<file path="src/rtl/hsl_pkg.sv">
package hsl_pkg;
  typedef enum logic [2:0] {
    ST_LISTEN     = 3'd0,
    ST_RECV       = 3'd1,
    ST_RECV_END   = 3'd2,
    ST_SEND_START = 3'd3,
    ST_SEND       = 3'd4
  } link_state_e;
endpackage

</file>
<file path="src/rtl/hsl_sync.sv">
// Multi-stage synchronizer for asynchronous level inputs.
module hsl_sync #(
  parameter int W = 2,
  parameter int STAGES = 2,
  parameter logic [W-1:0] RST_VAL = '0
) (
  input  logic         clk,
  input  logic         rst,
  input  logic [W-1:0] d,
  output logic [W-1:0] q
);
  logic [W-1:0] pipe [STAGES];

  always_ff @(posedge clk) begin
    if (rst) pipe[0] <= RST_VAL;
    else     pipe[0] <= d;
  end

  for (genvar i = 1; i < STAGES; i++) begin : g_stage
    always_ff @(posedge clk) begin
      if (rst) pipe[i] <= RST_VAL;
      else     pipe[i] <= pipe[i-1];
    end
  end

  assign q = pipe[STAGES-1];
endmodule

</file>
<file path="src/rtl/hsl_tx_queue.sv">
// Holds one pending command packet until the controller finishes it.
module hsl_tx_queue #(
  parameter int TX_BYTES = 8,
  parameter int LEN_W = 4,
  parameter int CNT_W = 5
) (
  input  logic                  clk,
  input  logic                  rst,
  input  logic                  req,
  input  logic [TX_BYTES*8-1:0] data,
  input  logic [LEN_W-1:0]      len,
  input  logic                  clr,
  input  logic [CNT_W-1:0]      rd_idx,
  output logic [7:0]            rd_byte,
  output logic [CNT_W-1:0]      pend_len,
  output logic                  busy
);
  localparam int TAW = (TX_BYTES > 1) ? $clog2(TX_BYTES) : 1;
  localparam logic [CNT_W-1:0] TX_LIM = CNT_W'(TX_BYTES);

  logic [7:0] tbuf [TX_BYTES];
  logic       accept;

  assign busy   = (pend_len != '0);
  assign accept = req && !busy;

  always_ff @(posedge clk) begin
    if (rst)           pend_len <= '0;
    else if (clr)      pend_len <= '0;
    else if (accept)   pend_len <= CNT_W'(len);
  end

  for (genvar k = 0; k < TX_BYTES; k++) begin : g_load
    always_ff @(posedge clk) begin
      if (accept) tbuf[k] <= data[8*k +: 8];
    end
  end

  assign rd_byte = (rd_idx < TX_LIM) ? tbuf[rd_idx[TAW-1:0]] : 8'h00;

  // A queued packet stays unchanged until the controller clears it.
  p_pending_held_r10: assert property (@(posedge clk) disable iff (rst)
    (busy && !clr) |=> (pend_len == $past(pend_len)));
endmodule

</file>
<file path="src/rtl/hsl_rx_store.sv">
// Receive buffer (RAM-style write port) plus delivered-packet registers.
module hsl_rx_store #(
  parameter int RX_BYTES = 16,
  parameter int CNT_W = 5
) (
  input  logic                  clk,
  input  logic                  rst,
  input  logic                  we,
  input  logic [CNT_W-1:0]      waddr,
  input  logic [7:0]            wdata,
  input  logic                  deliver,
  input  logic [CNT_W-1:0]      dlen,
  output logic                  rx_valid,
  output logic [RX_BYTES*8-1:0] rx_data,
  output logic [CNT_W-1:0]      rx_len
);
  localparam int AW = (RX_BYTES > 1) ? $clog2(RX_BYTES) : 1;

  logic [7:0] mem [RX_BYTES];

  always_ff @(posedge clk) begin
    if (we) mem[waddr[AW-1:0]] <= wdata;
  end

  always_ff @(posedge clk) begin
    if (rst) begin
      rx_valid <= 1'b0;
      rx_len   <= '0;
    end else begin
      rx_valid <= deliver;
      if (deliver) rx_len <= dlen;
    end
  end

  for (genvar k = 0; k < RX_BYTES; k++) begin : g_snap
    always_ff @(posedge clk) begin
      if (deliver) rx_data[8*k +: 8] <= mem[k];
    end
  end

  // Deliveries come one per byte-done edge, so they never run back to back.
  p_valid_pulse_r4: assert property (@(posedge clk) disable iff (rst)
    rx_valid |=> !rx_valid);
endmodule

</file>
<file path="src/rtl/hsl_fsm.sv">
// Five-state handshake engine.
module hsl_fsm
  import hsl_pkg::*;
#(
  parameter int RX_BYTES = 16,
  parameter int CNT_W = 5
) (
  input  logic             clk,
  input  logic             rst,
  input  logic             ev,
  input  logic             treq_low,
  input  logic [7:0]       sr_din,
  input  logic [CNT_W-1:0] pend_len,
  input  logic [7:0]       tx_byte,
  output logic [CNT_W-1:0] tx_idx,
  output logic             tx_clr,
  output logic [7:0]       sr_dout,
  output logic             sr_wr,
  output logic             sr_rd,
  output logic             sr_dir_out,
  output logic             tip_n,
  output logic             tack,
  output logic             rx_we,
  output logic [CNT_W-1:0] rx_waddr,
  output logic [7:0]       rx_wdata,
  output logic             rx_deliver,
  output logic [CNT_W-1:0] rx_dlen
);
  localparam logic [CNT_W-1:0] RX_LIM = CNT_W'(RX_BYTES);
  localparam logic [CNT_W-1:0] ONE    = CNT_W'(1);
  localparam logic [CNT_W-1:0] TWO    = CNT_W'(2);

  link_state_e      state;
  logic [CNT_W-1:0] idx;
  logic             send_done;

  // Byte fetch index: 0 when starting, 1 in send-start, running index later.
  always_comb begin
    unique case (state)
      ST_SEND_START: tx_idx = ONE;
      ST_SEND:       tx_idx = idx;
      default:       tx_idx = '0;
    endcase
  end

  assign send_done  = (state == ST_SEND) && ev && !(idx < pend_len);
  assign tx_clr     = send_done;
  assign rx_we      = (state == ST_RECV) && ev && (idx < RX_LIM);
  assign rx_waddr   = idx;
  assign rx_wdata   = sr_din;
  assign rx_deliver = (state == ST_RECV_END) && ev;
  assign rx_dlen    = idx;

  always_ff @(posedge clk) begin
    if (rst) begin
      state      <= ST_LISTEN;
      idx        <= '0;
      tip_n      <= 1'b1;
      tack       <= 1'b1;
      sr_dir_out <= 1'b0;
      sr_dout    <= 8'h00;
      sr_wr      <= 1'b0;
      sr_rd      <= 1'b0;
    end else begin
      sr_wr <= 1'b0;
      sr_rd <= 1'b0;
      unique case (state)
        ST_LISTEN: begin
          if (ev) begin
            if (treq_low) begin
              tip_n <= 1'b0;
              state <= ST_RECV;
            end
          end else if (pend_len != '0 && !treq_low) begin
            sr_dir_out <= 1'b1;
            sr_dout    <= tx_byte;
            sr_wr      <= 1'b1;
            tip_n      <= 1'b0;
            state      <= ST_SEND_START;
          end
        end
        ST_RECV: begin
          if (ev) begin
            sr_rd <= 1'b1;
            if (idx < RX_LIM) idx <= idx + ONE;
            if (treq_low) begin
              tack <= ~tack;
            end else begin
              tack  <= 1'b1;
              tip_n <= 1'b1;
              state <= ST_RECV_END;
            end
          end
        end
        ST_RECV_END: begin
          if (ev) begin
            idx <= '0;
            if (treq_low) begin
              tip_n <= 1'b0;
              state <= ST_RECV;
            end else begin
              state <= ST_LISTEN;
            end
          end
        end
        ST_SEND_START: begin
          if (ev) begin
            if (treq_low) begin
              sr_dir_out <= 1'b0;
              sr_rd      <= 1'b1;
              tip_n      <= 1'b1;
              tack       <= 1'b1;
              state      <= ST_LISTEN;
            end else begin
              sr_dout <= tx_byte;
              sr_wr   <= 1'b1;
              tack    <= ~tack;
              idx     <= TWO;
              state   <= ST_SEND;
            end
          end
        end
        ST_SEND: begin
          if (ev) begin
            if (idx < pend_len) begin
              sr_dout <= tx_byte;
              sr_wr   <= 1'b1;
              tack    <= ~tack;
              idx     <= idx + ONE;
            end else begin
              idx        <= '0;
              sr_dir_out <= 1'b0;
              sr_rd      <= 1'b1;
              tip_n      <= 1'b1;
              tack       <= 1'b1;
              state      <= ST_LISTEN;
            end
          end
        end
        default: state <= ST_LISTEN;
      endcase
    end
  end

  // A transfer is only ever active with tip_n held low.
  p_tip_low_active_r2: assert property (@(posedge clk) disable iff (rst)
    (state == ST_RECV || state == ST_SEND_START || state == ST_SEND) |-> !tip_n);
  // Shift direction follows the kind of transfer in progress.
  p_dir_send_r6: assert property (@(posedge clk) disable iff (rst)
    (state == ST_SEND_START || state == ST_SEND) |-> sr_dir_out);
  p_dir_recv_r3: assert property (@(posedge clk) disable iff (rst)
    (state == ST_RECV || state == ST_RECV_END) |-> !sr_dir_out);
  // Buffer index never runs past the receive buffer.
  p_idx_bound_r5: assert property (@(posedge clk) disable iff (rst)
    (state == ST_RECV || state == ST_RECV_END) |-> (idx <= RX_LIM));
  // A collision backs off to listen with both host lines released.
  p_collision_backoff_r7: assert property (@(posedge clk) disable iff (rst)
    (state == ST_SEND_START && ev && treq_low) |=>
      (state == ST_LISTEN && tip_n && tack && !sr_dir_out));
  // Load and read strobes are never issued together.
  p_wr_rd_excl_r9: assert property (@(posedge clk) disable iff (rst)
    !(sr_wr && sr_rd));
endmodule

</file>
<file path="src/rtl/hsl_link_ctrl.sv">
module hsl_link_ctrl #(
  parameter int RX_BYTES = 16,
  parameter int TX_BYTES = 8,
  parameter int SYNC_STAGES = 2,
  localparam int CNT_W = $clog2(((RX_BYTES > TX_BYTES) ? RX_BYTES : TX_BYTES) + 1),
  localparam int LEN_W = $clog2(TX_BYTES + 1)
) (
  input  logic                  clk,
  input  logic                  rst,
  input  logic [7:0]            sr_din,
  input  logic                  sr_done,
  output logic [7:0]            sr_dout,
  output logic                  sr_wr,
  output logic                  sr_rd,
  output logic                  sr_dir_out,
  input  logic                  treq_n,
  output logic                  tip_n,
  output logic                  tack,
  input  logic                  tx_req,
  input  logic [TX_BYTES*8-1:0] tx_data,
  input  logic [LEN_W-1:0]      tx_len,
  output logic                  tx_busy,
  output logic                  rx_valid,
  output logic [RX_BYTES*8-1:0] rx_data,
  output logic [CNT_W-1:0]      rx_len
);
  logic [1:0]       sync_q;
  logic             done_s, done_q, ev, treq_low;
  logic [CNT_W-1:0] pend_len, tx_idx, rx_waddr, rx_dlen;
  logic [7:0]       tx_byte, rx_wdata;
  logic             tx_clr, rx_we, rx_deliver;

  hsl_sync #(.W(2), .STAGES(SYNC_STAGES), .RST_VAL(2'b01)) u_sync (
    .clk(clk), .rst(rst), .d({sr_done, treq_n}), .q(sync_q)
  );

  assign done_s   = sync_q[1];
  assign treq_low = !sync_q[0];

  always_ff @(posedge clk) begin
    if (rst) done_q <= 1'b0;
    else     done_q <= done_s;
  end

  assign ev = done_s && !done_q;

  hsl_tx_queue #(.TX_BYTES(TX_BYTES), .LEN_W(LEN_W), .CNT_W(CNT_W)) u_txq (
    .clk(clk), .rst(rst), .req(tx_req), .data(tx_data), .len(tx_len),
    .clr(tx_clr), .rd_idx(tx_idx), .rd_byte(tx_byte),
    .pend_len(pend_len), .busy(tx_busy)
  );

  hsl_rx_store #(.RX_BYTES(RX_BYTES), .CNT_W(CNT_W)) u_rx (
    .clk(clk), .rst(rst), .we(rx_we), .waddr(rx_waddr), .wdata(rx_wdata),
    .deliver(rx_deliver), .dlen(rx_dlen),
    .rx_valid(rx_valid), .rx_data(rx_data), .rx_len(rx_len)
  );

  hsl_fsm #(.RX_BYTES(RX_BYTES), .CNT_W(CNT_W)) u_fsm (
    .clk(clk), .rst(rst), .ev(ev), .treq_low(treq_low), .sr_din(sr_din),
    .pend_len(pend_len), .tx_byte(tx_byte), .tx_idx(tx_idx), .tx_clr(tx_clr),
    .sr_dout(sr_dout), .sr_wr(sr_wr), .sr_rd(sr_rd), .sr_dir_out(sr_dir_out),
    .tip_n(tip_n), .tack(tack), .rx_we(rx_we), .rx_waddr(rx_waddr),
    .rx_wdata(rx_wdata), .rx_deliver(rx_deliver), .rx_dlen(rx_dlen)
  );

  // The edge detector yields single-cycle events however long sr_done is held.
  p_single_event_r11: assert property (@(posedge clk) disable iff (rst)
    ev |=> !ev);
endmodule

</file>
<file path="config.mk">
export PLATFORM = sky130hd
export DESIGN_NAME = hsl_link_ctrl
export DESIGN_NICKNAME = d
export VERILOG_FILES = /design/src/rtl/hsl_pkg.sv /design/src/rtl/hsl_sync.sv /design/src/rtl/hsl_tx_queue.sv /design/src/rtl/hsl_rx_store.sv /design/src/rtl/hsl_fsm.sv /design/src/rtl/hsl_link_ctrl.sv
export SDC_FILE = /design/constraint.sdc
export NUM_CORES = 1
export LEC_CHECK = 0
export ABC_AREA = 1
export BUFFER_PORTS_ARGS = -buffer_cell sky130_fd_sc_hd__buf_4
export CORE_ASPECT_RATIO = 2
export CORE_MARGIN = 5
export CORE_UTILIZATION = 40
export CTS_BUF_LIST = sky130_fd_sc_hd__clkbuf_8
export CTS_CLUSTER_SIZE = 16
export DETAILED_ROUTE_END_ITERATION = 10
export GPL_ROUTABILITY_DRIVEN = 0
export PLACE_DENSITY = 0.71
export SYNTH_ARGS = -nofsm -noshare
export SYNTH_HDL_FRONTEND = slang
export SYNTH_HIERARCHICAL = 1
export SYNTH_SLANG_ARGS = --single-unit
</file>
<file path="constraint.sdc">
create_clock -name clk -period 9.4 [get_ports clk]
set_input_delay 0 -clock clk [delete_from_list [all_inputs] [get_ports clk]]
set_output_delay 0 -clock clk [all_outputs]
set_load 0.05 [all_outputs]
</file>
==> qor.json, run 1 <==
{
  "area_growth_from_synthesis_to_final_layout_pct": 29.7,
  "holdCritStartpoint": "tx_data[13]",
  "placeableCoreArea_um2": 31500,
  "setup.reg_to_reg.worst_slack_ns": 6.55,
  "status": "finished, final reports clean",
  "grt_setup_unrepaired": "no",
  "start_util_pct": 40.4,
  "detail_route.iter0.violations": 398,
  "setup_tns_ns": 0,
  "path_max_fanout": 71,
  "arrival_ns": 3.03,
  "drc": 0,
  "remaining_overflow_grt": 0,
  "max_slew_margin_pct": 27.1,
  "clockRootBuffer": "clkbuf_8",
  "power.ir.vdd_worst_uv": 145,
  "final_net_count": 1298,
  "antenna_found_initial": 1,
  "die-width_um": 136,
  "period_share_pct": 30.3,
  "proportion_of_power_drawn_by_flip_flops_and_latches_pct": 51.4,
  "hold_class": "in -> reg",
  "power.internal_mw": 2.56,
  "final-instance-count-excl-fill": 1672,
  "die_height_um": 262,
  "synth_warnings": 6,
  "report.power.total_mw": 3.61,
  "highest-signal-layer": "met4",
  "cts.sink_count": 356,
  "grt_pass1_wl_um": 42500,
  "share_comb_of_total_power_pct": 19.0,
  "cellLeakagePower_nw": 6.61,
  "worstPathRequired_ns": 9.58,
  "wirelength_um": 28100,
  "antenna_violating_nets_post_route": 0,
  "wl_met2_um": 16500,
  "cts_max_path_buffers": 3,
  "route.met3.wl_um": 1690,
  "p_clk_share_pct": 29.7,
  "reg2reg_to": "u_rx/rx_data[56]",
  "setup-violations-final": 0,
  "floorplan.rows": 92,
  "finClkSkew_ns": 0.0144,
  "holdPathStages": 2,
  "port_buffers": 228,
  "clk-insertion-delay-late_ns": 0.56,
  "cts-hold-fix-buffers": 85,
  "switch_pwr_mw": 1.06,
  "routedWlPerCell_um": 16.8,
  "path_class": "reg -> reg",
  "setup.worst_path.start_class": "flop",
  "worst-r2r-cell-count": 6,
  "power-per-cell-area_nw_per_um2": 219,
  "cts.htree.levels": 2,
  "die_area_um2": 35800,
  "post_synthesis_average_cell_area_um2": 14.6,
  "route.layer.met1.wl_um": 8840,
  "place.detailed.hpwl_um": 18900,
  "cts.reportedPaths.clkPinSlew_ns": 0.07,
  "p_sw_share_pct": 29.2,
  "maxClockFrequency_mhz": 351,
  "pin_count_of_the_biggest_net_entering_global_routing": 72,
  "final-max-slew-violation-count": 0,
  "proportion_of_layout_cells_with_a_drive_suffix_above_1_pct": 27.6,
  "whs_endpoint": "u_txq/tbuf[1][5]",
  "post-cts-setup-buffers": 0,
  "first_global_vias": 7802,
  "setup.worst_path.end_class": "flop",
  "rr_startpoint": "u_sync/pipe[1][1]",
  "min_period_ns": 2.85,
  "grt_use_total_pct": 15.7,
  "report.final.hold_viol_count": 0,
  "vias_per_cell": 4.52,
  "vias": 7555,
  "synth_cells": 875,
  "cts_made_buffers": 46,
  "cts_repair_resize_count": 0,
  "max_slew.worst_pin.slew_ns": 1.09,
  "total_placed_cells_including_tap_cells": 1502,
  "synth_fp_nets": 961,
  "cts_tree": "built",
  "cap_violations": 0,
  "post_synth_instance_area_um2": 12700,
  "drt-pass1-iter-count": 5,
  "design.portCount": 229
}
-- layout by cell type, fill, tap and decap left out, drive strengths merged, types with 2 or more instances in the layout --
cell type	count
a21oi	6
ha	5
bufinv	2
nand3	71
edfxtp	320
dfxtp	36
nor3	2
nand2	162
clkbuf	47
dlygate4sd3	85
nor2	111
nand4	4
clkinv	14
buf	233
o21ai	4
inv	139
xor2	3
-- how the worst max path moves through the flow --
stage                 startpoint               end  slack, ns  cells after the start
2_1_floorplan  u_sync/pipe[1][1]    u_rx/rx_len[0]       2.52                      9
3_3_place_gp   u_sync/pipe[1][1]  u_rx/rx_data[16]       6.66                      6
3_5_place_dp   u_sync/pipe[1][1]  u_rx/rx_data[16]       6.56                      6
4_1_cts        u_sync/pipe[1][1]  u_rx/rx_data[56]       6.55                      6
5_1_grt        u_sync/pipe[1][1]  u_rx/rx_data[72]       6.24                      6
6_report       u_sync/pipe[1][1]  u_rx/rx_data[56]       6.55                      6
-- layout make-up --
cell class | count | area, um^2
fill | 2638 | 15000
sequential | 356 | 10300
timing repair buffer | 318 | 2600
multi-input combinational | 372 | 1750
clock buffer | 47 | 647
tap | 423 | 529
inverter | 118 | 445
clock inverter | 37 | 228
antenna | 1 | 2.50
-- critical path: stages (launching register included) --
cell and delay [ns]:
dfxtp_1 0.31, inv_1 0.04, nor2_1 0.20, inv_1 0.26, nor2_4 0.16, buf_4 0.65
buf_4 0.78
-- sequential cells by signal, summed over array words and instances, names as in the netlist --
register,count
u_fsm/rx_dlen,5
u_fsm/sr_rd,1
u_rx/rx_data,128
u_rx/rx_len,5
done_q,1
u_rx/rx_valid,1
u_fsm/sr_dout,8
u_fsm/sr_wr,1
u_txq/tbuf,64
u_txq/pend_len,4
u_fsm/tack,1
u_fsm/sr_dir_out,1
u_sync/pipe,4
u_rx/mem,128
u_fsm/state,3
u_fsm/tip_n,1
-- power groups by stage --
| stage | logic (mW) | clock network (mW) | registers, mW |
|---|---|---|---|
| 2_1_floorplan | 0.361 | 0 | 2.02 |
| 3_3_place_gp | 0.642 | 0 | 1.89 |
| 3_5_place_dp | 0.657 | 0 | 1.89 |
| 4_1_cts | 0.688 | 1.11 | 1.85 |
| 5_1_grt | 0.746 | 1.18 | 1.86 |
| 6_report | 0.685 | 1.07 | 1.86 |
-- through the flow --
step           util (%)  setup slack [ns]  hold WS [ns]  instance area [um^2]
2_1_floorplan         -              2.52        0.0691                 12700
3_3_place_gp       46.9              6.66         0.179                 14800
3_5_place_dp       46.9              6.56         0.179                 14800
4_1_cts            52.4              6.55         0.100                 16500
5_1_grt            52.4              6.24         0.107                 16500
6_report           52.4              6.55         0.151                 16500
-- metal layers --
layer  vias up  track usage (%)
met5         -                0
met4         0             6.82
met3        66             3.20
met2       285             31.6
met1      3581             14.4
li1       3623                -
Note: power is estimated with default switching activity, not from simulation.
==> run 2, diff against run 1 <==
--- a/config.mk
+++ b/config.mk
@@ -14,7 +14,7 @@
 export CTS_CLUSTER_SIZE = 16
 export DETAILED_ROUTE_END_ITERATION = 10
 export GPL_ROUTABILITY_DRIVEN = 0
-export PLACE_DENSITY = 0.71
+export PLACE_DENSITY = 0.74
 export SYNTH_ARGS = -nofsm -noshare
 export SYNTH_HDL_FRONTEND = slang
 export SYNTH_HIERARCHICAL = 1
==> constraint.sdc (replaced) <==
create_clock -name clk -period 2.58 [get_ports clk]
set_input_delay 0 -clock clk [delete_from_list [all_inputs] [get_ports clk]]
set_output_delay 0 -clock clk [all_outputs]
set_load 0.05 [all_outputs]
==> qor.json, run 2 (same netlist as run 1, synthesis figures left out) <==
{
  "routedWlPerCell_um": 16.6,
  "area_growth_from_synthesis_to_final_layout_pct": 31.9,
  "timing.critical_path.mode_cell": "nand2_1",
  "power.ir.vdd_worst_uv": 667,
  "start_util_pct": 40.4,
  "detail_route.iter0.violations": 542,
  "setup-violations-final": 0,
  "grt_setup_unrepaired": "no",
  "drt-pass1-iter-count": 5,
  "cts.sink_count": 356,
  "holdCritStartpoint": "tx_req",
  "cellLeakagePower_nw": 6.73,
  "cts_tree": "built",
  "die-width_um": 136,
  "regArea_um2": 10300,
  "path_class": "reg -> reg",
  "die_area_um2": 35800,
  "die_height_um": 262,
  "design.portCount": 229,
  "holdPathStages": 4,
  "hold_class": "in -> reg",
  "wirelength_um": 28000,
  "report.final.hold_viol_count": 0,
  "max_slew_margin_pct": 65.1,
  "cts.htree.levels": 2,
  "cts.reportedPaths.clkPinSlew_ns": 0.08,
  "rr_startpoint": "u_fsm/state[1]",
  "critical_path.cell_chain": "inv_1, nand2_2, nor2_4, inv_1, o21ai_2, buf_4, nand2_1, nand3_1, nand2_1, nor2_1, nor2_1, inv_1, nand2_1, nand2_1, nor2_2",
  "area_occupied_by_multi_input_gates_um2": 1760,
  "vias_per_cell": 4.53,
  "placeableCoreArea_um2": 31500,
  "grt_use_total_pct": 15.7,
  "summed_area_of_non_filler_cells_in_the_final_layout_um2": 16800,
  "antenna_found_initial": 1,
  "cts_max_path_buffers": 3,
  "place.detailed.hpwl_um": 18600,
  "total_placed_cells_including_tap_cells": 1521,
  "post_dp_cell_area_um2": 15000,
  "mostFrequentLayoutCell": "edfxtp_1",
  "floorplan.rows": 92,
  "antenna_violating_nets_post_route": 0,
  "path_max_fanout": 32,
  "drc": 0,
  "status": "finished, final reports clean",
  "cap_violations": 0,
  "vias": 7638,
  "clk-insertion-delay-late_ns": 0.56,
  "crit_start": "u_fsm/state[1]",
  "period_share_pct": 94.7,
  "setup.reg_to_reg.worst_slack_ns": 0.14,
  "final-max-slew-violation-count": 0,
  "setup.worst_path.start_class": "flop",
  "port_buffers": 228,
  "setup.worst_path.end_class": "flop",
  "worst-r2r-cell-count": 15,
  "whs_endpoint": "u_txq/tbuf[1][0]",
  "first_global_vias": 7894,
  "clockRootBuffer": "clkbuf_8",
  "layout.filler_cells": 2533,
  "proportion_of_layout_cells_with_a_drive_suffix_above_1_pct": 29.4,
  "final-instance-count-excl-fill": 1685,
  "grt_pass1_wl_um": 43000,
  "maxClockFrequency_mhz": 409,
  "post-cts-setup-buffers": 0,
  "cts_made_buffers": 45,
  "pin_count_of_the_biggest_net_entering_global_routing": 69,
  "remaining_overflow_grt": 0,
  "final_net_count": 1316,
  "worstPathRequired_ns": 3.04,
  "min_period_ns": 2.44,
  "finClkSkew_ns": 0.0141,
  "most-common-layout-cells": "edfxtp_1 (320), buf_4 (249), nand2_1 (146), inv_1 (120), nor2_1 (86)",
  "critical_path.max_stage_delay_ns": 0.36,
  "crit_path_top_delay_cell": "dfxtp_1",
  "report.power.total_mw": 13.6,
  "max_slew.worst_pin.slew_ns": 0.523,
  "reg2reg_to": "u_fsm/sr_dout[1]",
  "arrival_ns": 2.90,
  "power-per-cell-area_nw_per_um2": 809
}
run 2: cell types whose count changed in the layout (fill, tap and decap cells not counted), moves of 2 or more:
cell,delta
bufinv_16,+5
buf_4,+16
buf_12,+3
dfxtp_2,+3
clkbuf_8,-2
dfxtp_1,-3
inv_6,-2
inv_1,-10
run 2: worst max-delay path by stage:
stage	endpoint	slack, ns	cells after the start
final	u_fsm/sr_dout[1]	0.14	15
after global routing	u_fsm/sr_dout[2]	0.04	15
after CTS	u_txq/pend_len[2]	0.14	10
after detailed placement	u_fsm/sr_dout[1]	0.22	15
after global placement	u_fsm/sr_dout[1]	0.35	15
after floorplan	u_rx/rx_len[0]	-0.51	9
run 2: per-stage QoR:
| step | setup WS (ns) | setup TNS [ns] | util, % | hold WS (ns) |
|---|---|---|---|---|
| floorplan | -0.514 | -58.17 | - | 0.0691 |
| global placement | 0.347 | 0 | 47.5 | 0.179 |
| detailed placement | 0.224 | 0 | 47.5 | 0.179 |
| CTS | 0.141 | 0 | 53.3 | 0.0281 |
| global route | 0.0412 | 0 | 53.3 | 0.0700 |
| finish | 0.138 | 0 | 53.3 | 0.0835 |
run 2: repair_timing:
action                     4_1_cts  5_1_grt
hold buffers                    85        0
setup endpoints to repair        0        4
gates resized for setup          0        3
hold endpoints to repair       209        0
run 2: cell type report:
class	count	share of cell area, %
multi-input combinational	372	10.4
clock buffer	45	3.68
sequential	356	61.5
antenna	1	0.0149
tap	423	3.15
inverter	118	2.65
timing repair buffer	337	16.5
clock inverter	33	2.05
run 2: power by group:
part / switching (mW) / internal (mW) / total, mW
Sequential: 0.179 / 6.58 / 6.76
Clock: 1.96 / 2.36 / 4.32
Combinational: 1.70 / 0.814 / 2.52
run 2: per-layer routing:
metal	vias to the layer above	wire, um	GRT usage, %
li1	3649	-	-
met3	69	1740	3.14
met2	337	16400	31.5
met1	3583	8980	14.9
met4	0	884	6.08
met5	-	0	0
run 2: worst max-delay path, delay by kind of cell, from the launching register on:
family	cells	cell delay (ns)
and+or+nand+nor	10	1.04
AOI/OAI and AO/OA	1	0.20
DFF	1	0.36
buffers and inverters	4	0.71
==> run 3, diff against run 2 <==
--- a/config.mk
+++ b/config.mk
@@ -5,7 +5,6 @@
 export SDC_FILE = /design/constraint.sdc
 export NUM_CORES = 1
 export LEC_CHECK = 0
-export ABC_AREA = 1
 export BUFFER_PORTS_ARGS = -buffer_cell sky130_fd_sc_hd__buf_4
 export CORE_ASPECT_RATIO = 2
 export CORE_MARGIN = 5
==> qor.json, run 3 <==
{
  "status": "finished, final reports clean",
  "die_height_um": 260,
  "place.detailed.hpwl_um": 18100,
  "vias_per_cell": 4.70,
  "min_period_ns": 2.37,
  "report.power.total_mw": 12.1,
  "area_growth_from_synthesis_to_final_layout_pct": 33.2,
  "grt_util_met3_pct": 3.06,
  "pin_count_of_the_biggest_net_entering_global_routing": 98,
  "report.final.hold_viol_count": 0,
  "post_synth_instance_area_um2": 12500,
  "layout_setup_ws_ns": 0.215,
  "layout.filler_cells": 2307,
  "regArea_um2": 10300,
  "mostFrequentLayoutCell": "edfxtp_1",
  "clk-insertion-delay-late_ns": 0.56,
  "max_slew_margin_pct": 55.7,
  "port_buffers": 228,
  "globalRoute.busiestLayer": "met2",
  "die_area_um2": 35000,
  "grt_util_met2_pct": 30.3,
  "start_util_pct": 40.4,
  "cts.htree.levels": 2,
  "synth_warnings": 6,
  "die-width_um": 135,
  "routedWlPerCell_um": 18.6,
  "path_class": "reg -> reg",
  "pre_cts_ws_ns": 0.180,
  "finClkSkew_ns": 0.0168,
  "setup_tns_ns": 0,
  "cts.sink_count": 356,
  "wirelength_um": 27000,
  "final_net_count": 1084,
  "maxClockFrequency_mhz": 423,
  "power.ir.vdd_worst_uv": 460,
  "crit_path_top_delay_cell": "dfxtp_2",
  "arrival_ns": 2.84,
  "grt_setup_unrepaired": "no",
  "remaining_overflow_grt": 0,
  "detail_route.iter0.violations": 337,
  "cts_made_buffers": 46,
  "antenna_found_initial": 1,
  "path_max_fanout": 28,
  "worstPathRequired_ns": 3.06,
  "first_global_vias": 7151,
  "post_synthesis_average_cell_area_um2": 19.4,
  "grt_pass1_wl_um": 40400,
  "drc": 0,
  "power-per-cell-area_nw_per_um2": 732,
  "cellLeakagePower_nw": 5.89,
  "period_share_pct": 91.7,
  "proportion_of_layout_cells_with_a_drive_suffix_above_1_pct": 36.8,
  "final-max-slew-violation-count": 0,
  "placeableCoreArea_um2": 30900,
  "hold_class": "in -> reg",
  "post_dp_cell_area_um2": 14700,
  "setup.worst_path.end_class": "flop",
  "summed_area_of_non_filler_cells_in_the_final_layout_um2": 16600,
  "drt-pass1-iter-count": 4,
  "synth_cells": 642,
  "cts_max_path_buffers": 3,
  "max_slew.worst_pin.slew_ns": 0.662,
  "critical_path.max_stage_delay_ns": 0.53,
  "vias": 6815,
  "groute.layer.met1.usage_pct": 15.0,
  "setup-violations-final": 0,
  "cap_violations": 0,
  "floorplan.rows": 91,
  "antenna_violating_nets_post_route": 0,
  "most-common-layout-cells": "edfxtp_1 (320), buf_4 (251), dlygate4sd3_1 (85), clkbuf_8 (46), mux2i_1 (38)",
  "area_occupied_by_multi_input_gates_um2": 1910,
  "cts_tree": "built",
  "cts.reportedPaths.clkPinSlew_ns": 0.07,
  "finalCoreUtilization_pct": 53.8,
  "clockRootBuffer": "clkbuf_8",
  "critical_path.cell_chain": "inv_2, nor2_2, nand2_1, nand2_2, buf_12, mux2i_1, a22o_1, nor3_2, nand3_1, a21oi_2",
  "synth_fp_nets": 728,
  "setup.worst_path.start_class": "flop",
  "design.portCount": 229,
  "grt_use_total_pct": 15.3
}
-- run 3: through the flow --
| step | instances | hold slack (ns) |
|---|---|---|
| 2_1_floorplan | 642 | 0.0642 |
| 6_report | 1449 | 0.107 |
| 3_3_place_gp | 1283 | 0.179 |
| 3_5_place_dp | 1283 | 0.179 |
| 4_1_cts | 1448 | 0.0488 |
| 5_1_grt | 1449 | 0.0834 |
-- run 3: power by group --
part	internal, mW	leakage, nW	switching, mW
Clock	2.49	0.534	1.94
Combinational	0.465	2.15	0.690
Sequential	6.47	3.21	0.102
Total	9.42	5.89	2.73
-- run 3: final timing paths --
kind              slack, ns  cells after the start         startpoint                 to
setup / recovery       0.21                     10     u_fsm/state[1]   u_fsm/sr_dout[1]
hold / removal         0.11                      2             tx_req   u_txq/tbuf[1][0]
setup reg to reg       0.21                     10     u_fsm/state[1]   u_fsm/sr_dout[1]
hold reg to reg        0.41                      1  u_sync/pipe[0][0]  u_sync/pipe[1][0]
-- run 3: repair_timing --
item                                    CTS  global route
buffers inserted                          0             0
hold buffers                             85             0
hold endpoints to repair                225             0
endpoints found under the setup margin    0            12
resized for setup                         0             3
-- run 3: layout make-up --
class                   count  share of cell area, %
flip-flops and latches    356                   62.3
repair buffers            339                   16.8
multi-input cells         246                   11.5
clock buffers              46                   3.81
well taps                 418                   3.15
clock inverters            34                   2.22
inverters                   9                  0.204
diodes                      1                 0.0151
-- run 3: per-layer routing --
metal  wire length (um)  share of wire, %
met2              15700                58
met5                  0                 0
met1               8860                33
met3               1550               5.7
met4                894               3.3
-- run 3: critical path, delay by kind of cell (launching register included) --
family / cells / cell delay, ns
buf+inv: 2 / 0.34
mux: 1 / 0.10
simple gates: 5 / 0.85
flops: 1 / 0.53
compound gates: 2 / 0.45
